### src/rtl/efuse_pkg.sv
`timescale 1ns/1ps
package efuse_pkg;
  localparam logic [11:0] A_STAT  = 12'h000;
  localparam logic [11:0] A_SMASK = 12'h004;
  localparam logic [11:0] A_ERR   = 12'h008;
  localparam logic [11:0] A_EMASK = 12'h00C;
  localparam logic [11:0] A_CTRL  = 12'h010;
  localparam logic [11:0] A_UPPER = 12'h014;
  localparam logic [11:0] A_LOWER = 12'h018;
  localparam logic [11:0] A_SDATA = 12'h01C;
  localparam logic [11:0] A_KEY   = 12'h028;
  localparam logic [11:0] A_DIV   = 12'h03C;

  localparam int unsigned CTL_PROG  = 0;
  localparam int unsigned CTL_SENSE = 3;
  localparam int unsigned CTL_PULSE = 5;

  localparam int unsigned ST_BUSY  = 7;

  localparam int unsigned E_WPROT  = 6;
  localparam int unsigned E_OPROT  = 5;
  localparam int unsigned E_RPROT  = 4;
  localparam int unsigned E_LOCKED = 3;
  localparam int unsigned E_SENSE  = 2;
  // bits 6:1 exist; the parity bit (1) is never raised here
  localparam logic [7:0]  ERR_IMPL = 8'h7E;

  localparam int unsigned P_WRITE = 7;
  localparam int unsigned P_OVR   = 6;
  localparam int unsigned P_READ  = 5;
  localparam int unsigned P_SENSE = 3;

  typedef enum logic {OP_PROG = 1'b0, OP_SENSE = 1'b1} op_e;
endpackage

### src/rtl/efuse_rst_sync.sv
`timescale 1ns/1ps
module efuse_rst_sync (
  input  logic clk,
  input  logic arst_n,
  output logic srst_n
);
  logic [1:0] sync_q;

  always_ff @(posedge clk or negedge arst_n) begin
    if (!arst_n) sync_q <= '0;
    else         sync_q <= {sync_q[0], 1'b1};
  end

  assign srst_n = sync_q[1];
endmodule

### src/rtl/efuse_store.sv
`timescale 1ns/1ps
module efuse_store #(
  parameter int unsigned NBANK = 2,
  parameter int unsigned ROWS  = 32,
  parameter int unsigned ROW_W = 8,
  localparam int unsigned BKW  = $clog2(NBANK),
  localparam int unsigned RW   = $clog2(ROWS),
  localparam int unsigned BW   = $clog2(ROW_W),
  localparam int unsigned FW   = NBANK * ROWS * ROW_W
) (
  input  logic             clk,
  input  logic             rst_n,
  input  logic             por_n,
  input  logic             prog_en,
  input  logic [BKW-1:0]   prog_bank,
  input  logic [RW-1:0]    prog_row,
  input  logic [BW-1:0]    prog_bit,
  input  logic             ovr_en,
  input  logic [BKW-1:0]   ovr_bank,
  input  logic [RW-1:0]    ovr_row,
  input  logic [ROW_W-1:0] ovr_data,
  output logic [FW-1:0]    fuse_img,
  output logic [FW-1:0]    cache_img
);
  logic load_q;

  always_ff @(posedge clk or negedge rst_n) begin
    if (!rst_n) load_q <= 1'b1;
    else        load_q <= 1'b0;
  end

  for (genvar b = 0; b < NBANK; b++) begin : g_bank
    for (genvar r = 0; r < ROWS; r++) begin : g_row
      localparam int unsigned BASE = (b * ROWS + r) * ROW_W;
      logic [ROW_W-1:0] fuse_q, fuse_d, cache_q, cache_d;
      logic hit_p, hit_o, cache_en;

      always_comb begin
        hit_p = prog_en && (prog_bank == BKW'(b)) && (prog_row == RW'(r));
        hit_o = ovr_en && (ovr_bank == BKW'(b)) && (ovr_row == RW'(r));
        fuse_d = fuse_q;
        if (hit_p) fuse_d[prog_bit] = 1'b1;
        cache_d = cache_q;
        if (load_q) cache_d = fuse_q;
        else begin
          if (hit_o) cache_d = ovr_data;
          if (hit_p) cache_d[prog_bit] = 1'b1;
        end
        cache_en = load_q || hit_o || hit_p;
      end

      always_ff @(posedge clk or negedge por_n) begin
        if (!por_n)     fuse_q <= '0;
        else if (hit_p) fuse_q <= fuse_d;
      end

      always_ff @(posedge clk or negedge rst_n) begin
        if (!rst_n)        cache_q <= '0;
        else if (cache_en) cache_q <= cache_d;
      end

      assign fuse_img[BASE +: ROW_W]  = fuse_q;
      assign cache_img[BASE +: ROW_W] = cache_q;
    end
  end
endmodule

### src/rtl/efuse_seq.sv
`timescale 1ns/1ps
module efuse_seq #(
  parameter int unsigned DIV_W = 8
) (
  input  logic             clk,
  input  logic             rst_n,
  input  logic             start,
  input  logic [DIV_W-1:0] div,
  output logic             busy,
  output logic             done
);
  logic             busy_q, busy_d;
  logic [DIV_W-1:0] cnt_q, cnt_d;

  always_comb begin
    busy_d = busy_q;
    cnt_d  = cnt_q;
    done   = 1'b0;
    if (busy_q) begin
      if (cnt_q == '0) begin
        busy_d = 1'b0;
        done   = 1'b1;
      end else begin
        cnt_d = cnt_q - 1'b1;
      end
    end else if (start) begin
      busy_d = 1'b1;
      cnt_d  = div;
    end
  end

  always_ff @(posedge clk or negedge rst_n) begin
    if (!rst_n) begin
      busy_q <= 1'b0;
      cnt_q  <= '0;
    end else begin
      busy_q <= busy_d;
      cnt_q  <= cnt_d;
    end
  end

  assign busy = busy_q;
endmodule

### src/rtl/efuse_ctrl.sv
`timescale 1ns/1ps
module efuse_ctrl
  import efuse_pkg::*;
#(
  parameter int unsigned ROWS     = 32,
  parameter int unsigned ROW_W    = 8,
  parameter int unsigned DIV_W    = 8,
  parameter logic [DIV_W-1:0] DIV_RST = DIV_W'(15),
  parameter logic [7:0]  PROG_KEY = 8'hAA
) (
  input  logic        clk,
  input  logic        rst_n,
  input  logic        por_n,
  input  logic        bus_sel,
  input  logic        bus_wr,
  input  logic [11:0] bus_addr,
  input  logic [31:0] bus_wdata,
  output logic [31:0] bus_rdata,
  output logic        irq
);
  localparam int unsigned NBANK = 2;
  localparam int unsigned BKW   = $clog2(NBANK);
  localparam int unsigned RW    = $clog2(ROWS);
  localparam int unsigned BW    = $clog2(ROW_W);
  localparam int unsigned FW    = NBANK * ROWS * ROW_W;

  logic rst_s, por_s;
  efuse_rst_sync u_rs_por (.clk(clk), .arst_n(por_n), .srst_n(por_s));
  efuse_rst_sync u_rs_sys (.clk(clk), .arst_n(rst_n & por_n), .srst_n(rst_s));

  logic [FW-1:0] fuse_img, cache_img;
  logic busy, done, start, ovr_en, prog_en;
  logic wr_acc, rd_acc, cache_hit, lock_reg, stat_clr;
  logic [BKW-1:0] c_bank, t_bank;
  logic [RW-1:0]  c_row, t_row;
  logic [BW-1:0]  t_bit;
  logic [ROW_W-1:0] prot [NBANK];
  logic [ROW_W-1:0] c_prot, t_prot, t_fuse, c_cache;

  logic [7:0] smask_q, smask_d, emask_q, emask_d, ua_q, ua_d, la_q, la_d;
  logic [7:0] key_q, key_d, err_q, err_d, err_set, err_clr, stat_vec;
  logic [ROW_W-1:0] sdat_q, sdat_d;
  logic [DIV_W-1:0] div_q, div_d;
  logic pdone_q, pdone_d, sdone_q, sdone_d;
  op_e  op_q, op_d;
  logic unused_wdata;

  assign wr_acc    = bus_sel & bus_wr;
  assign rd_acc    = bus_sel & ~bus_wr;
  assign cache_hit = bus_addr[11] && (bus_addr[9:7] == 3'b000);
  assign c_bank    = bus_addr[10];
  assign c_row     = bus_addr[2 +: RW];
  assign t_bank    = ua_q[3];
  assign t_row     = RW'(la_q[7:3]);
  assign t_bit     = BW'(la_q[2:0]);
  assign unused_wdata = ^bus_wdata[31:8];

  for (genvar b = 0; b < NBANK; b++) begin : g_prot
    assign prot[b] = fuse_img[b * ROWS * ROW_W +: ROW_W];
  end

  assign c_prot  = prot[c_bank];
  assign t_prot  = prot[t_bank];
  assign t_fuse  = fuse_img[(int'(t_bank) * ROWS + int'(t_row)) * ROW_W +: ROW_W];
  assign c_cache = cache_img[(int'(c_bank) * ROWS + int'(c_row)) * ROW_W +: ROW_W];

  efuse_seq #(.DIV_W(DIV_W)) u_seq (
    .clk(clk), .rst_n(rst_s), .start(start), .div(div_q), .busy(busy), .done(done)
  );

  assign prog_en = done && (op_q == OP_PROG);

  efuse_store #(.NBANK(NBANK), .ROWS(ROWS), .ROW_W(ROW_W)) u_store (
    .clk(clk), .rst_n(rst_s), .por_n(por_s),
    .prog_en(prog_en), .prog_bank(t_bank), .prog_row(t_row), .prog_bit(t_bit),
    .ovr_en(ovr_en), .ovr_bank(c_bank), .ovr_row(c_row), .ovr_data(bus_wdata[ROW_W-1:0]),
    .fuse_img(fuse_img), .cache_img(cache_img)
  );

  always_comb begin
    smask_d = smask_q; emask_d = emask_q; ua_d = ua_q; la_d = la_q;
    key_d = key_q; div_d = div_q; op_d = op_q;
    err_set = '0; start = 1'b0; ovr_en = 1'b0;
    lock_reg = (bus_addr == A_CTRL) || (bus_addr == A_UPPER) || (bus_addr == A_LOWER) ||
               (bus_addr == A_KEY) || (bus_addr == A_DIV);
    if (wr_acc && busy && lock_reg) begin
      err_set[E_LOCKED] = 1'b1;
    end else if (wr_acc) begin
      case (bus_addr)
        A_SMASK: smask_d = bus_wdata[7:0];
        A_EMASK: emask_d = bus_wdata[7:0];
        A_UPPER: ua_d    = bus_wdata[7:0];
        A_LOWER: la_d    = bus_wdata[7:0];
        A_KEY:   key_d   = bus_wdata[7:0];
        A_DIV:   div_d   = bus_wdata[DIV_W-1:0];
        A_CTRL: begin
          if (bus_wdata[CTL_PROG] && bus_wdata[CTL_PULSE]) begin
            if ((key_q == PROG_KEY) && !t_prot[P_WRITE]) begin
              start = 1'b1; op_d = OP_PROG;
            end else err_set[E_WPROT] = 1'b1;
          end else if (bus_wdata[CTL_SENSE]) begin
            if (!t_prot[P_SENSE]) begin
              start = 1'b1; op_d = OP_SENSE;
            end else err_set[E_SENSE] = 1'b1;
          end
        end
        default: ;
      endcase
    end
    if (wr_acc && cache_hit) begin
      if (c_prot[P_OVR]) err_set[E_OPROT] = 1'b1;
      else               ovr_en = 1'b1;
    end
    if (rd_acc && cache_hit && c_prot[P_READ]) err_set[E_RPROT] = 1'b1;
    err_clr  = (wr_acc && bus_addr == A_ERR) ? bus_wdata[7:0] : 8'h00;
    err_d    = ((err_q & ~err_clr) | err_set) & ERR_IMPL;
    stat_clr = wr_acc && (bus_addr == A_STAT);
    pdone_d  = (pdone_q & ~stat_clr) | (done && op_q == OP_PROG);
    sdone_d  = (sdone_q & ~stat_clr) | (done && op_q == OP_SENSE);
    sdat_d   = (done && op_q == OP_SENSE) ? t_fuse : sdat_q;
  end

  always_ff @(posedge clk or negedge rst_s) begin
    if (!rst_s) begin
      smask_q <= '0; emask_q <= '0; ua_q <= '0; la_q <= '0; key_q <= '0;
      div_q <= DIV_RST; op_q <= OP_PROG; err_q <= '0; sdat_q <= '0;
      pdone_q <= 1'b0; sdone_q <= 1'b0;
    end else begin
      smask_q <= smask_d; emask_q <= emask_d; ua_q <= ua_d; la_q <= la_d;
      key_q <= key_d; div_q <= div_d; err_q <= err_d;
      pdone_q <= pdone_d; sdone_q <= sdone_d;
      if (start) op_q   <= op_d;
      if (done)  sdat_q <= sdat_d;
    end
  end

  assign stat_vec = {busy, 5'b00000, pdone_q, sdone_q};
  assign irq = (|(stat_vec & smask_q)) | (|(err_q & emask_q));

  always_comb begin
    bus_rdata = '0;
    if (cache_hit) begin
      if (!c_prot[P_READ]) bus_rdata[ROW_W-1:0] = c_cache;
    end else begin
      case (bus_addr)
        A_STAT:  bus_rdata[7:0] = stat_vec;
        A_SMASK: bus_rdata[7:0] = smask_q;
        A_ERR:   bus_rdata[7:0] = err_q;
        A_EMASK: bus_rdata[7:0] = emask_q;
        A_UPPER: bus_rdata[7:0] = ua_q;
        A_LOWER: bus_rdata[7:0] = la_q;
        A_SDATA: bus_rdata[ROW_W-1:0] = sdat_q;
        A_KEY:   bus_rdata[7:0] = key_q;
        A_DIV:   bus_rdata[DIV_W-1:0] = div_q;
        default: ;
      endcase
    end
  end
endmodule

### config.mk
export PLATFORM = sky130hd
export DESIGN_NAME = efuse_ctrl
export DESIGN_NICKNAME = d
export VERILOG_FILES = /design/src/rtl/efuse_pkg.sv /design/src/rtl/efuse_rst_sync.sv /design/src/rtl/efuse_store.sv /design/src/rtl/efuse_seq.sv /design/src/rtl/efuse_ctrl.sv
export SDC_FILE = /design/constraint.sdc
export NUM_CORES = 2
export LEC_CHECK = 0
export BUFFER_PORTS_ARGS = -buffer_cell sky130_fd_sc_hd__buf_2
export CORE_MARGIN = 2
export CORE_UTILIZATION = 50
export DETAILED_ROUTE_END_ITERATION = 8
export GPL_ROUTABILITY_DRIVEN = 0
export PLACE_DENSITY = 0.7
export SYNTH_ARGS = -nofsm -noshare
export SYNTH_HDL_FRONTEND = slang
export SYNTH_SLANG_ARGS = --single-unit
### constraint.sdc
create_clock -name clk -period 19.9 [get_ports clk]
set_input_delay 0.995 -clock clk [delete_from_list [all_inputs] [get_ports clk]]
set_output_delay 0.995 -clock clk [all_outputs]
set_load 0.01 [all_outputs]
==> results.toml <==
[synth]
synth.distinct_cells = 82
synth_area_um2 = 57700
yosys.area.top_type_share_pct = 47.7
async_reset_ff_share_pct = 100
synth_seq_area_share_pct = 47.9
synth_edf_count = 0
synth_warnings = 0
synth_ff_type = "dfrtp_1"
synth_area_leaders = "dfrtp_1 (48%), mux2_2 (11%), mux2i_1 (8.0%), mux4_2 (7.7%), o21ai_0 (4.6%)"
synth.most_common_cell = "dfrtp_1"
synth-seq-cells = 1103
syn_inst = 4995
syn_avg_cell_area_um2 = 11.5
synthTopCellsByCount = "dfrtp_1 (1098), mux2_2 (565), o21ai_0 (530)"
yosysTopAreaCell = "dfrtp_1"

[route]
drt-wirelength-per-cell_um = 31.6
drt-initial-drc-count = 5508
via_count = 43903
viasPerCell = 6.84
drt_first_pass_iters = 9
wl_um = 203000
drc_errors = 0
ant_nets = 0

[sta]
slew_headroom_pct = -1.44
max_freq_mhz = 156
worstMarginPinSlew_ps = 1510
whs_ps = 60.3
skew_ps = 38.6
setup_ws_ps = 13470
min_period_over_period_pct = 32.3
fin_tns_setup_ps = 0
period_needed_ps = 6430
maxSlewViolCount = 3
setup-violations-final = 0
final_hold_viol_count = 0
rsz0062_at_grt = "no"

[clocking]
cts_setup_buffers = 0
cts_tree = "yes"
numCtsBuffers = 115
cts_sinks = 1103
path_clk_slew_ps = 60
ctsHoldBuffers = 0
htreeDepth = 3
root_buffer = "clkbuf_16"
clk-insertion-delay-late_ps = 740
clock_path_buffers = 3
cts_repair_resize_count = 0

[worst_setup_path]
crit_path_max_incr_delay_ps = 760
crit_fanout = 43
reg2reg_slack_ps = 14780
crit_arrival_ps = 5430
cp_slowest_cell = "buf_4"
start_kind = "input port"
cp_num_buf_inv = 4
worst_path_most_repeated_cell = "buf_4"
crit_chain = "buf_6 > buf_4 > buf_4 > mux4_2 > a21oi_1 > a32oi_1 > nand3_1 > o211ai_1 > buf_2"
cp.required_ps = 18910
cp-end-kind = "primary output"
path_delay_family = "buffers and inverters"
worstSetupPathType = "input port to primary output"

[layout]
drive_gt1_share_pct = 24.8
num-fill-cells = 9595
layout.nets = 4854
final_util_pct = 55.0
syn_to_final_growth_pct = 9.03

[global_routing]
grt_max_degree = 227
grt_usage_pct = 34.1
grt_pass1_vias = 42502
grt_overflow = 0
grt_pass1_wl_um = 296000
antenna_found_initial = 10

[power]
total_power_w = 0.00474
p_clk_share_pct = 48.1
p_comb_share_pct = 4.4
vdd_drop_max_mv = 0.0711
pwr-share-seq_pct = 47.5
p_int_w = 0.00359
switching_power_w = 0.00115
p_per_area_nw_per_um2 = 75.3
p_leak_nw = 28.2
swShare_pct = 24.2

[flow_run]
drv_cap = 1

[floorplanning]
initial_utilization_pct = 50.4
dieHeight_um = 344
core_um2 = 114000
row_count = 124
die_area_um2 = 118000
ioPinCount = 82
die_width_um = 344

[worst_hold_path]
hold_class = "input port to asynchronous set/reset pin"

[placement]
pre_cts_ws_ps = 13740
io_buffer_count = 33
post-dp-hpwl_um = 124000

[outcome]
run_status = "complete, but fails checks"
violations = "max-capacitance violations, max-slew violations"
## placed cells by master (no fill, tap or decap), types with 108 or more instances in the layout
| cell | Yosys | layout |
|---|---|---|
| nand2_1 | 361 | 360 |
| a21oi_1 | 250 | 250 |
| clkbuf_16 | 0 | 116 |
| mux4_2 | 198 | 198 |
| buf_4 | 24 | 108 |
| dfrtp_1 | 1098 | 1092 |
| o21bai_1 | 297 | 297 |
| o21ai_0 | 530 | 530 |
| mux2i_1 | 462 | 462 |
| a21o_1 | 216 | 216 |
| mux2_2 | 565 | 565 |
## worst register-to-register path, stage by stage (launching register included)
cell     delay, ps
dfstp_4        970
buf_4          850
buf_4          890
buf_4         1000
buf_4          870
mux2_2         450
## power by group through the flow
stage / registers, W / clock network [W] / logic (W)
after floorplan: 0.00232 / 0 / 0.0000990
after global placement: 0.00229 / 0 / 0.000202
after detailed placement: 0.00229 / 0 / 0.000203
after CTS: 0.00225 / 0.00228 / 0.000203
after global routing: 0.00225 / 0.00237 / 0.000217
final: 0.00225 / 0.00228 / 0.000210
## metrics by stage
| stage | area (um^2) | instances |
|---|---|---|
| after floorplan | 57800 | 5020 |
| after global placement | 58900 | 6198 |
| after detailed placement | 58900 | 6198 |
| after CTS | 62900 | 6412 |
| after global routing | 62900 | 6412 |
| final | 62900 | 6416 |
## routing by layer
layer / global-route usage (%) / vias up / part of all wire [%]
li1: - / 17941 / -
met1: 45.0 / 22405 / 38
met2: 49.4 / 2827 / 43
met3: 11.3 / 718 / 12
met4: 19.6 / 12 / 6.7
met5: 0.120 / - / 0.044
## cell families after synthesis
group,synth area share (%)
AOI/OAI and AO/OA,16.1
buffers and inverters,3.54
other,0.0130
muxes,26.8
and+or+nand+nor,5.51
adders and majority gates,0.0434
xor gates and xnor gates,0.0760
DFF,47.9
## final timing paths
check                                                   from                                            endpoint  cells past startpoint
worst max-delay path                             bus_addr[2]                                        bus_rdata[2]                      9
worst min-delay path                                   por_n                        u_rs_por.sync_q[1]$_DFF_PN0_                      1
worst max register to register      u_store.load_q$_DFF_PN1_   u_store.g_bank[0].g_row[8].cache_q[0]$_DFFE_PN0P_                      5
worst min register to register  u_rs_sys.sync_q[1]$_DFF_PN0_  u_store.g_bank[1].g_row[22].cache_q[5]$_DFFE_PN0P_                      0
max in group asynchronous       u_rs_sys.sync_q[1]$_DFF_PN0_                                 la_q[3]$_DFFE_PN0P_                      4
min in group clk                u_rs_sys.sync_q[0]$_DFF_PN0_                        u_rs_sys.sync_q[1]$_DFF_PN0_                      0
## layout make-up
class,count,area (um^2),share of cell area (%)
Clock buffer,165,3360,5.34
Timing Repair Buffer,145,1070,1.71
Inverter,13,48.8,0.0776
Multi-Input combinational cell,3425,28300,44.9
Clock inverter,49,606,0.963
Sequential cell,1103,27600,43.9
Tap cell,1512,1890,3.01
Antenna cell,4,10.0,0.0159
## sequential cells by signal, summed over array words and instances, names as in the netlist
register,count
la_q,8
u_rs_por.sync_q,2
smask_q,8
pdone_q,1
key_q,8
u_seq.cnt_q,8
ua_q,8
op_q,1
div_q,8
u_store.g_bank.g_row.cache_q,512
u_seq.busy,1
sdone_q,1
u_store.load_q,1
u_rs_sys.sync_q,2
sdat_q,8
emask_q,8
u_store.g_bank.g_row.fuse_q,512
err_q,6
Note: power is estimated with default switching activity, not from simulation.
